`src/rtl/dbc_pkg.sv`:
```
package dbc_pkg;
  typedef enum logic {
    SEL_LENGTH = 1'b0,
    SEL_ENABLE = 1'b1
  } dbc_sel_e;
endpackage

```
`src/rtl/dbc_cfg_regs.sv`:
```
module dbc_cfg_regs
  import dbc_pkg::*;
#(
  parameter int NPINS  = 8,
  parameter int CNT_W  = 8,
  localparam int DATA_W = 2 * NPINS
) (
  input  logic              clk_i,
  input  logic              rst_ni,
  input  logic              wr_en_i,
  input  logic              wr_sel_i,
  input  logic [DATA_W-1:0] wr_data_i,
  output logic [NPINS-1:0]  en_o,
  output logic [CNT_W-1:0]  len_o
);
  dbc_sel_e sel;
  assign sel = dbc_sel_e'(wr_sel_i);

  // shared length
  always_ff @(posedge clk_i or negedge rst_ni) begin
    if (!rst_ni) len_o <= '0;
    else if (wr_en_i && sel == SEL_LENGTH) len_o <= wr_data_i[CNT_W-1:0];
  end

  // masked alias, one bit per pin
  for (genvar i = 0; i < NPINS; i++) begin : g_en
    always_ff @(posedge clk_i or negedge rst_ni) begin
      if (!rst_ni) en_o[i] <= 1'b0;
      else if (wr_en_i && sel == SEL_ENABLE && wr_data_i[NPINS+i])
        en_o[i] <= wr_data_i[i];
    end
  end
endmodule

```
`src/rtl/dbc_pin_filter.sv`:
```
module dbc_pin_filter #(
  parameter int CNT_W = 8
) (
  input  logic             clk_i,
  input  logic             rst_ni,
  input  logic             raw_i,
  input  logic             en_i,
  input  logic             tick_i,
  input  logic [CNT_W-1:0] len_i,
  output logic             filt_o
);
  localparam logic [CNT_W-1:0] ONE = CNT_W'(1);

  logic [CNT_W-1:0] stab_q;
  logic             bypass;

  assign bypass = !en_i || (len_i == '0);

  always_ff @(posedge clk_i or negedge rst_ni) begin
    if (!rst_ni) begin
      filt_o <= 1'b0;
      stab_q <= '0;
    end else if (bypass) begin

      filt_o <= raw_i;
      stab_q <= '0;
    end else if (raw_i == filt_o) begin

      stab_q <= '0;
    end else if (tick_i) begin
      // >= so a lowered length releases on the next tick
      if (stab_q >= len_i - ONE) begin
        filt_o <= raw_i;
        stab_q <= '0;
      end else begin
        stab_q <= stab_q + ONE;
      end
    end
  end
endmodule

```
`src/rtl/port_debounce_filter.sv`:
```
module port_debounce_filter #(
  parameter int NPINS  = 8,
  parameter int CNT_W  = 8,
  localparam int DATA_W = 2 * NPINS
) (
  input  logic              clk_i,
  input  logic              rst_ni,
  input  logic [NPINS-1:0]  pin_sync_i,
  input  logic              ms_tick_i,
  input  logic              wr_en_i,
  input  logic              wr_sel_i,
  input  logic [DATA_W-1:0] wr_data_i,
  output logic [NPINS-1:0]  pin_filt_o
);
  logic [NPINS-1:0] en_q;
  logic [CNT_W-1:0] len_q;

  dbc_cfg_regs #(.NPINS(NPINS), .CNT_W(CNT_W)) u_cfg (
    .clk_i     (clk_i),
    .rst_ni    (rst_ni),
    .wr_en_i   (wr_en_i),
    .wr_sel_i  (wr_sel_i),
    .wr_data_i (wr_data_i),
    .en_o      (en_q),
    .len_o     (len_q)
  );

  // independent counter per pin
  for (genvar i = 0; i < NPINS; i++) begin : g_pin
    dbc_pin_filter #(.CNT_W(CNT_W)) u_filt (
      .clk_i  (clk_i),
      .rst_ni (rst_ni),
      .raw_i  (pin_sync_i[i]),
      .en_i   (en_q[i]),
      .tick_i (ms_tick_i),
      .len_i  (len_q),
      .filt_o (pin_filt_o[i])
    );
  end
endmodule

```
`config.mk`:
```
export PLATFORM = sky130hd
export DESIGN_NAME = port_debounce_filter
export DESIGN_NICKNAME = d
export VERILOG_FILES = /design/src/rtl/dbc_pkg.sv /design/src/rtl/dbc_cfg_regs.sv /design/src/rtl/dbc_pin_filter.sv /design/src/rtl/port_debounce_filter.sv
export SDC_FILE = /design/constraint.sdc
export NUM_CORES = 1
export LEC_CHECK = 0
export CELL_PAD_IN_SITES_DETAIL_PLACEMENT = 1
export CELL_PAD_IN_SITES_GLOBAL_PLACEMENT = 2
export CORE_ASPECT_RATIO = 0.9
export CORE_UTILIZATION = 29
export DETAILED_ROUTE_END_ITERATION = 10
export PLACE_DENSITY_LB_ADDON = 0.1
export SLEW_MARGIN = 5
export SYNTH_ARGS = -nofsm -noshare
export SYNTH_HDL_FRONTEND = slang
export SYNTH_SLANG_ARGS = --single-unit
```
`constraint.sdc`:
```
create_clock -name clk_i -period 3.3 [get_ports clk_i]
set_clock_uncertainty 0.15 [all_clocks]
set_input_delay 0.33 -clock clk_i [delete_from_list [all_inputs] [get_ports clk_i]]
set_output_delay 0.33 -clock clk_i [all_outputs]
set_load 0.005 [all_outputs]
```
# [Word-level counts from Yosys, hierarchy flattened]
# Cells that the tools add are included.
[classes] n_lt_le_gt_ge=8 eq_ne=16 bitwise=1 addsub=9 n_reduce_logical=59 n_mux=64
[op_table] cell="8-bit two-way mux" count=32
[op_table] cell="8-bit by 1-bit adder with 8-bit output, second input constant" count=8
[op_table] cell="8-bit greater-or-equal comparator" count=8
[op_table] cell="1-bit two-way mux" count=32
[op_table] cell="2-bit nonzero test" count=16
[op_table] cell="3-bit AND reduction" count=8
[op_table] cell="3-bit nonzero test" count=8
[op_table] cell="2-bit by 1-bit != test with 1-bit output, second input constant" count=8
[op_table] cell="1-bit logical AND" count=10
[op_table] cell="1-bit equality test" count=8
[op_table] cell="1-bit zero test" count=8
[op_table] cell="8-bit zero test" count=1
[op_table] cell="1-bit logical OR" count=8
[op_table] cell="8-bit by 1-bit subtractor with 8-bit output, second input constant" count=1
[op_table] cell="1-bit NOT" count=1
[totals] in_bits=29 output_inout_bits=8 word_cells=182 ff_bits=88

# [Depth between registers and ports, before layout]
[logic_depth] depth_word=6 mapped_depth=11 ltp_nobuf=11

# [By module]
# Synthesis repeated with hierarchy kept, for this count alone.
[hier_totals] cells_unflattened=772 area_unflattened_um2=7387.1
[by_module_without_submodules] module="dbc_pin_filter (g_pin[1].u_filt ...)" instances=6 seq_area_each_um2=225.2 cells_each=89 area_per_inst_um2=833.3
[by_module_without_submodules] module="dbc_pin_filter (g_pin[0].u_filt ...)" instances=2 seq_area_each_um2=225.2 cells_each=97 area_per_inst_um2=844.6
[by_module_without_submodules] module="dbc_cfg_regs" instances=1 seq_area_each_um2=400.4 cells_each=44 area_per_inst_um2=698.2

# [Worst setup path after synthesis]
# No wires, ideal clock.
[synth_path] kind="register to register" startpoint="reg u_cfg.len_o[0]" endpoint="reg g_pin[5].u_filt.filt_o" slack_ns=0.060 setup_time_ns=0.127 synth_period_minus_slack_ns=3.240 stages_incl_launch_ff=12 arrival_time_ns=2.963 path_cell_list="dfrtp_1 > inv_1 > ha_1 > xnor2_1 > ha_1 > a21o_1 > a31oi_1 > o21ai_0 > a221o_1 > a221oi_4 > nor2_2 > mux2_1"
[synth_via] elab_chain_cells=4 word_cells_on_any_way=9
[synth_lines] item="start: declaration" line_no="dbc_cfg_regs.sv:14" rtl="output logic [CNT_W-1:0] len_o"
[synth_lines] item="start signal: assignment" line_no="dbc_cfg_regs.sv:22" rtl="else if (wr_en_i && sel == SEL_LENGTH) len_o <= wr_data_i[CNT_W-1:0];"
[synth_lines] item="8-bit by 1-bit subtractor with 8-bit output or 8-bit zero test (tied branches)" line_no="dbc_pin_filter.sv:32, dbc_pin_filter.sv:17"
[synth_lines] item="8-bit greater-or-equal comparator or 1-bit logical OR (tied branches)" line_no="dbc_pin_filter.sv:32, dbc_pin_filter.sv:17"
[synth_lines] item="2-bit nonzero test (no source line) or 2-bit by 1-bit != test with 1-bit output (tied branches)"
[synth_lines] item="3-bit AND reduction (no source line)"
[synth_lines] item="end signal: assignment" line_no="dbc_pin_filter.sv:25" rtl="filt_o <= raw_i;"
[synth_lines] item="end signal: assignment" line_no="dbc_pin_filter.sv:33" rtl="filt_o <= raw_i;"
[synth_lines] item="end: declaration" line_no="dbc_pin_filter.sv:10" rtl="output logic filt_o"
# Several ways; a longest one is shown, not always the timed one.
# A chain may end at the register's enable or synchronous reset.

# [Final worst setup path]
[layout_path] startpoint="reg u_cfg.len_o[0]" endpoint="reg g_pin[2].u_filt.filt_o"
[layout_via] elab_chain_cells=4 word_cells_on_any_way=9
[layout_lines] item="8-bit by 1-bit subtractor with 8-bit output or 8-bit zero test (tied branches)" line_no="dbc_pin_filter.sv:32, dbc_pin_filter.sv:17"
[layout_lines] item="8-bit greater-or-equal comparator or 1-bit logical OR (tied branches)" line_no="dbc_pin_filter.sv:32, dbc_pin_filter.sv:17"
[layout_lines] item="2-bit nonzero test (no source line) or 2-bit by 1-bit != test with 1-bit output (tied branches)"
[layout_lines] item="3-bit AND reduction (no source line)"
[layout_lines] item="end signal: assignment" line_no="dbc_pin_filter.sv:25"
[layout_lines] item="end signal: assignment" line_no="dbc_pin_filter.sv:33"
[layout_lines] item="end: declaration" line_no="dbc_pin_filter.sv:10"
# Several ways; a longest one is shown, not always the timed one.

==> reports/metrics.sh <==
SEQ_AREA_UM2=2200
SYNTH_TOP_FLOP_CELL='sky130_fd_sc_hd__dfrtp_1'
TIMING.SETUP.CRITICAL_PATH_CLASS='flop to flop'
N_ANTENNA_CELL=0
VIAS_PER_INST=5.14
GLOBALPLACE.CONGESTION=0.846
SETUP-TNS-FINAL_NS=0
CP-END-KIND='flop'
SYNTH-SEQ-CELLS=88
ASYNC_FLOP_SHARE_PCT=100
NUM_PORTS=37
LAYOUT-DRIVE-GT1-SHARE_PCT=13.6
MAX_SLEW.WORST_PIN.SLEW_NS=0.716
SYNTHESIS.INSTANCES=609
SYNTHDISTINCTLIBCELLS=51
NUMBER_OF_GLOBAL_ROUTE_VIAS_BEFORE_REPAIR=5098
REMAINING_DRC_ERRORS=0
WORST_SKEW_PAIR.LATE_LATENCY_NS=0.35
FINAL_HOLD_VIOL_COUNT=0
CLKSLEWWORSTSETUPHOLDPATHS_NS=0.07
FINALPOWER_W=0.00362
CRITICAL_PATH.N_BUFFERS_INVERTERS=2
WORST_MIN_DELAY_PATH_CLASS='flop to flop'
MULTI_INPUT_COMB_AREA_UM2=3530
CORE_REGION_AREA_UM2=19500
WORST_HOLD_SLACK_NS=0.397
PLACEMENTROWS=48
POWER_LEAKAGE_nW=3.14
MINIMUM_CLOCK_PERIOD_AFTER_LAYOUT_NS=3.18
CRITPATHMAXSTAGEDELAY_NS=0.50
WORST_EP_REQUIRED_TIME_NS=3.38
SYNTH_AREA_LEADERS='sky130_fd_sc_hd__dfrtp_1 38%, sky130_fd_sc_hd__ha_1 11%, sky130_fd_sc_hd__xor2_1 5.7%'
AREA_GROW_SYN2LAYOUT_PCT=21.4
SYNTH.YOSYS.WARNINGS=0
INITIAL_UTILIZATION_PCT=30.1
GRT_MAX_DEGREE=89
POST-DP-HPWL_UM=12800
CP-START-KIND='flop'
CTSROOTBUFFERMASTER='sky130_fd_sc_hd__clkbuf_16'
TRITONCTS='built'
GRT_ANTENNA_BEFORE_REPAIR=0
LAYOUT_WORST_PATH_CYCLE_SHARE_PCT=96.5
SYNTH_EDF_COUNT=0
ROUTING_USAGE_ON_MET2_PCT=29.8
DIE_H_UM=137
CTS_MAX_LEVEL=3
CRIT_PATH_MAX_FANOUT=12
FINALNETCOUNT=758
CRITICAL_PATH.CELL_CHAIN='buf_4 > or4_1 > or3_4 > buf_6 > a21o_1 > a221o_1 > a221oi_4 > nor2_1 > mux2_1'
YS_SEQ_AREA_SHARE_PCT=37.6
TIMING.CRITICAL_PATH.ARRIVAL_NS=3.27
MAX_CLOCK_FREQ_MHz=314
CLOCK_PATH_BUFFERS=2
GRT_USAGE_PCT=17.6
TIMING.MAX_CAP.VIOLATIONS=0
IR_WORST_VDD_uV=294
GLOBALROUTEOVERFLOWTOTAL=0
DRT_FIRST_ITER_VIOLATIONS=176
TIMING.FINAL.SETUP_VIOLATIONS=0
OUTCOME='completed'
SYNTH_AREA_LEADER_CELL='sky130_fd_sc_hd__dfrtp_1'
FLOORPLAN.DIE_AREA_UM2=20800
DIEWIDTH_UM=152
GR-USAGE-MET1_PCT=23.7
DRT_PRE_ANTENNA_ITERS=4
POWER_DENSITY_nW_PER_UM2=510
TIMING.SLEW.HEADROOM_PCT=51.9
POSTROUTEWIRELENGTH_UM=17100
TIMING.CRITICAL_PATH.MAX_DELAY_FAMILY='simple AND/OR/NAND/NOR gates'
GR-MAX-USAGE-LAYER='met2'
SYNTHDOMINANTCELLAREASHARE_PCT=37.6
GRT_FIRST_PASS_WIRELENGTH_UM=27800
SYNTH_AREA_PER_CELL_UM2=9.61
WIRE_PER_INST_UM=18.4
SLEW_VIOLATIONS=0
ANTENNA_VIOLATING_NETS_POST_ROUTE=0
FINAL_LAYOUT_FILL_CELL_COUNT=2256
GRT_UTIL_MET3_PCT=2.70
GRT_SETUP_UNREPAIRED='false'
CP_SLOWEST_CELL='sky130_fd_sc_hd__or4_1'
TRITONCTS_BUFFERS=9
CTS_SINKS=88
IO_BUFFER_COUNT=36
SYN-CELL-AREA_UM2=5850
VIAS=4798
SYN-NUM-NETS=688
[registers in the layout (all words and copies together), names as in the netlist]
signal,flops
u_cfg.en_o,8
g_pin.u_filt.stab_q,64
g_pin.u_filt.filt_o,8
u_cfg.len_o,8
[routing by layer]
layer	up-vias	share of wire [%]
met5	-	0
met4	0	0.88
met3	10	1.8
met2	27	48
met1	2401	49
li1	2360	-
[layout make-up]
cell class	instances	area share, %
Multi-Input combinational cell	485	49.7
Tap cell	250	4.40
Clock buffer	11	3.42
Timing Repair Buffer	78	9.79
Clock inverter	5	0.792
Sequential cell	88	31.0
Inverter	17	0.898
[report_power, final]
part,leakage (nW),internal (W),switching [W]
Combinational,1.83,0.000558,0.000670
Sequential,1.17,0.00119,0.000141
Clock,0.145,0.000607,0.000460
Total,3.14,0.00235,0.00127
[through the flow]
step / util [%] / setup slack, ns / area [um2] / cells
4_1_cts: 36.1 / 0.0318 / 7020 / 930
5_1_grt: 36.5 / 0.00366 / 7110 / 934
3_3_place_gp: 34.4 / 0.118 / 6700 / 912
2_1_floorplan: - / 0.0596 / 5850 / 609
3_5_place_dp: 34.4 / 0.00175 / 6700 / 912
6_report: 36.5 / 0.115 / 7110 / 934
[layout by cell type, fill, tap and decap left out, types with 10 or more instances in the layout]
| cell | count |
|---|---|
| sky130_fd_sc_hd__nand3_1 | 22 |
| sky130_fd_sc_hd__nand2_1 | 67 |
| sky130_fd_sc_hd__dfrtp_1 | 87 |
| sky130_fd_sc_hd__xor2_1 | 38 |
| sky130_fd_sc_hd__ha_1 | 48 |
| sky130_fd_sc_hd__and3_1 | 19 |
| sky130_fd_sc_hd__nor2_1 | 43 |
| sky130_fd_sc_hd__nor3_1 | 10 |
| sky130_fd_sc_hd__clkdlybuf4s50_1 | 35 |
| sky130_fd_sc_hd__a21o_1 | 15 |
| sky130_fd_sc_hd__buf_4 | 39 |
| sky130_fd_sc_hd__o21ai_0 | 23 |
| sky130_fd_sc_hd__xnor2_1 | 16 |
| sky130_fd_sc_hd__a31oi_1 | 13 |
| sky130_fd_sc_hd__nand4_1 | 23 |
| sky130_fd_sc_hd__inv_1 | 15 |
| sky130_fd_sc_hd__a21oi_1 | 31 |
| sky130_fd_sc_hd__mux2_2 | 15 |
[worst reg2reg max path, stage by stage, from the launching register on]
cell	delay (ns)
sky130_fd_sc_hd__dfrtp_1	0.43
sky130_fd_sc_hd__buf_4	0.16
sky130_fd_sc_hd__or4_1	0.50
sky130_fd_sc_hd__or3_4	0.36
sky130_fd_sc_hd__buf_6	0.17
sky130_fd_sc_hd__a21o_1	0.18
sky130_fd_sc_hd__a221o_1	0.35
sky130_fd_sc_hd__a221oi_4	0.37
sky130_fd_sc_hd__nor2_1	0.09
sky130_fd_sc_hd__mux2_1	0.31
[worst paths after layout]
path | start | endpoint | slack (ns) | depth (start not counted)
hold / removal | g_pin[6].u_filt.filt_o | g_pin[6].u_filt.filt_o | 0.40 | 1
hold reg to reg | g_pin[6].u_filt.filt_o | g_pin[6].u_filt.filt_o | 0.40 | 1
setup reg to reg | u_cfg.len_o[0] | g_pin[2].u_filt.filt_o | 0.12 | 9
setup / recovery | u_cfg.len_o[0] | g_pin[2].u_filt.filt_o | 0.12 | 9
min in group asynchronous | rst_ni | g_pin[5].u_filt.stab_q[2] | 0.43 | 3
max in group asynchronous | rst_ni | u_cfg.len_o[2] | 2.18 | 3
[cells in the mapped netlist, types with 4 or more instances]
master	n
sky130_fd_sc_hd__a21o_1	15
sky130_fd_sc_hd__a21oi_1	32
sky130_fd_sc_hd__a221o_1	6
sky130_fd_sc_hd__a221oi_4	6
sky130_fd_sc_hd__a22o_1	4
sky130_fd_sc_hd__a311oi_1	4
sky130_fd_sc_hd__a31oi_1	14
sky130_fd_sc_hd__and2_1	4
sky130_fd_sc_hd__and3_1	19
sky130_fd_sc_hd__buf_4	8
sky130_fd_sc_hd__clkbuf_1	9
sky130_fd_sc_hd__dfrtp_1	88
sky130_fd_sc_hd__ha_1	50
sky130_fd_sc_hd__inv_1	16
sky130_fd_sc_hd__mux2_1	7
sky130_fd_sc_hd__mux2_2	15
sky130_fd_sc_hd__nand2_1	67
sky130_fd_sc_hd__nand2b_1	8
sky130_fd_sc_hd__nand3_1	22
sky130_fd_sc_hd__nand3b_1	6
sky130_fd_sc_hd__nand4_1	23
sky130_fd_sc_hd__nand4b_1	6
sky130_fd_sc_hd__nor2_1	43
sky130_fd_sc_hd__nor2b_1	5
sky130_fd_sc_hd__nor3_1	10
sky130_fd_sc_hd__o21ai_0	24
sky130_fd_sc_hd__o21ai_1	8
sky130_fd_sc_hd__o22a_1	7
sky130_fd_sc_hd__xnor2_1	17
sky130_fd_sc_hd__xor2_1	38
[cells by family (layout without fill, tap and decap cells)]
kind of cell,after synthesis,after routing,share of synthesized area (%)
AO/OA/AOI/OAI,133,133,16.8
multiplexers,22,22,4.23
buffers and inverters,36,111,2.97
flip-flops,88,88,37.6
adder cells (fa/ha/maj),50,50,10.7
XOR/XNOR,55,55,8.23
AND/OR/NAND/NOR,225,225,19.5
[timing repair]
action,in CTS,in global routing
gates resized for setup,1,12
hold buffers,1,0
pin swaps,1,5
hold endpoints to repair,88,0
setup buffers,1,4
endpoints found under the setup margin,2,55
gates cloned,0,0
(Power assumes the default switching activity.)
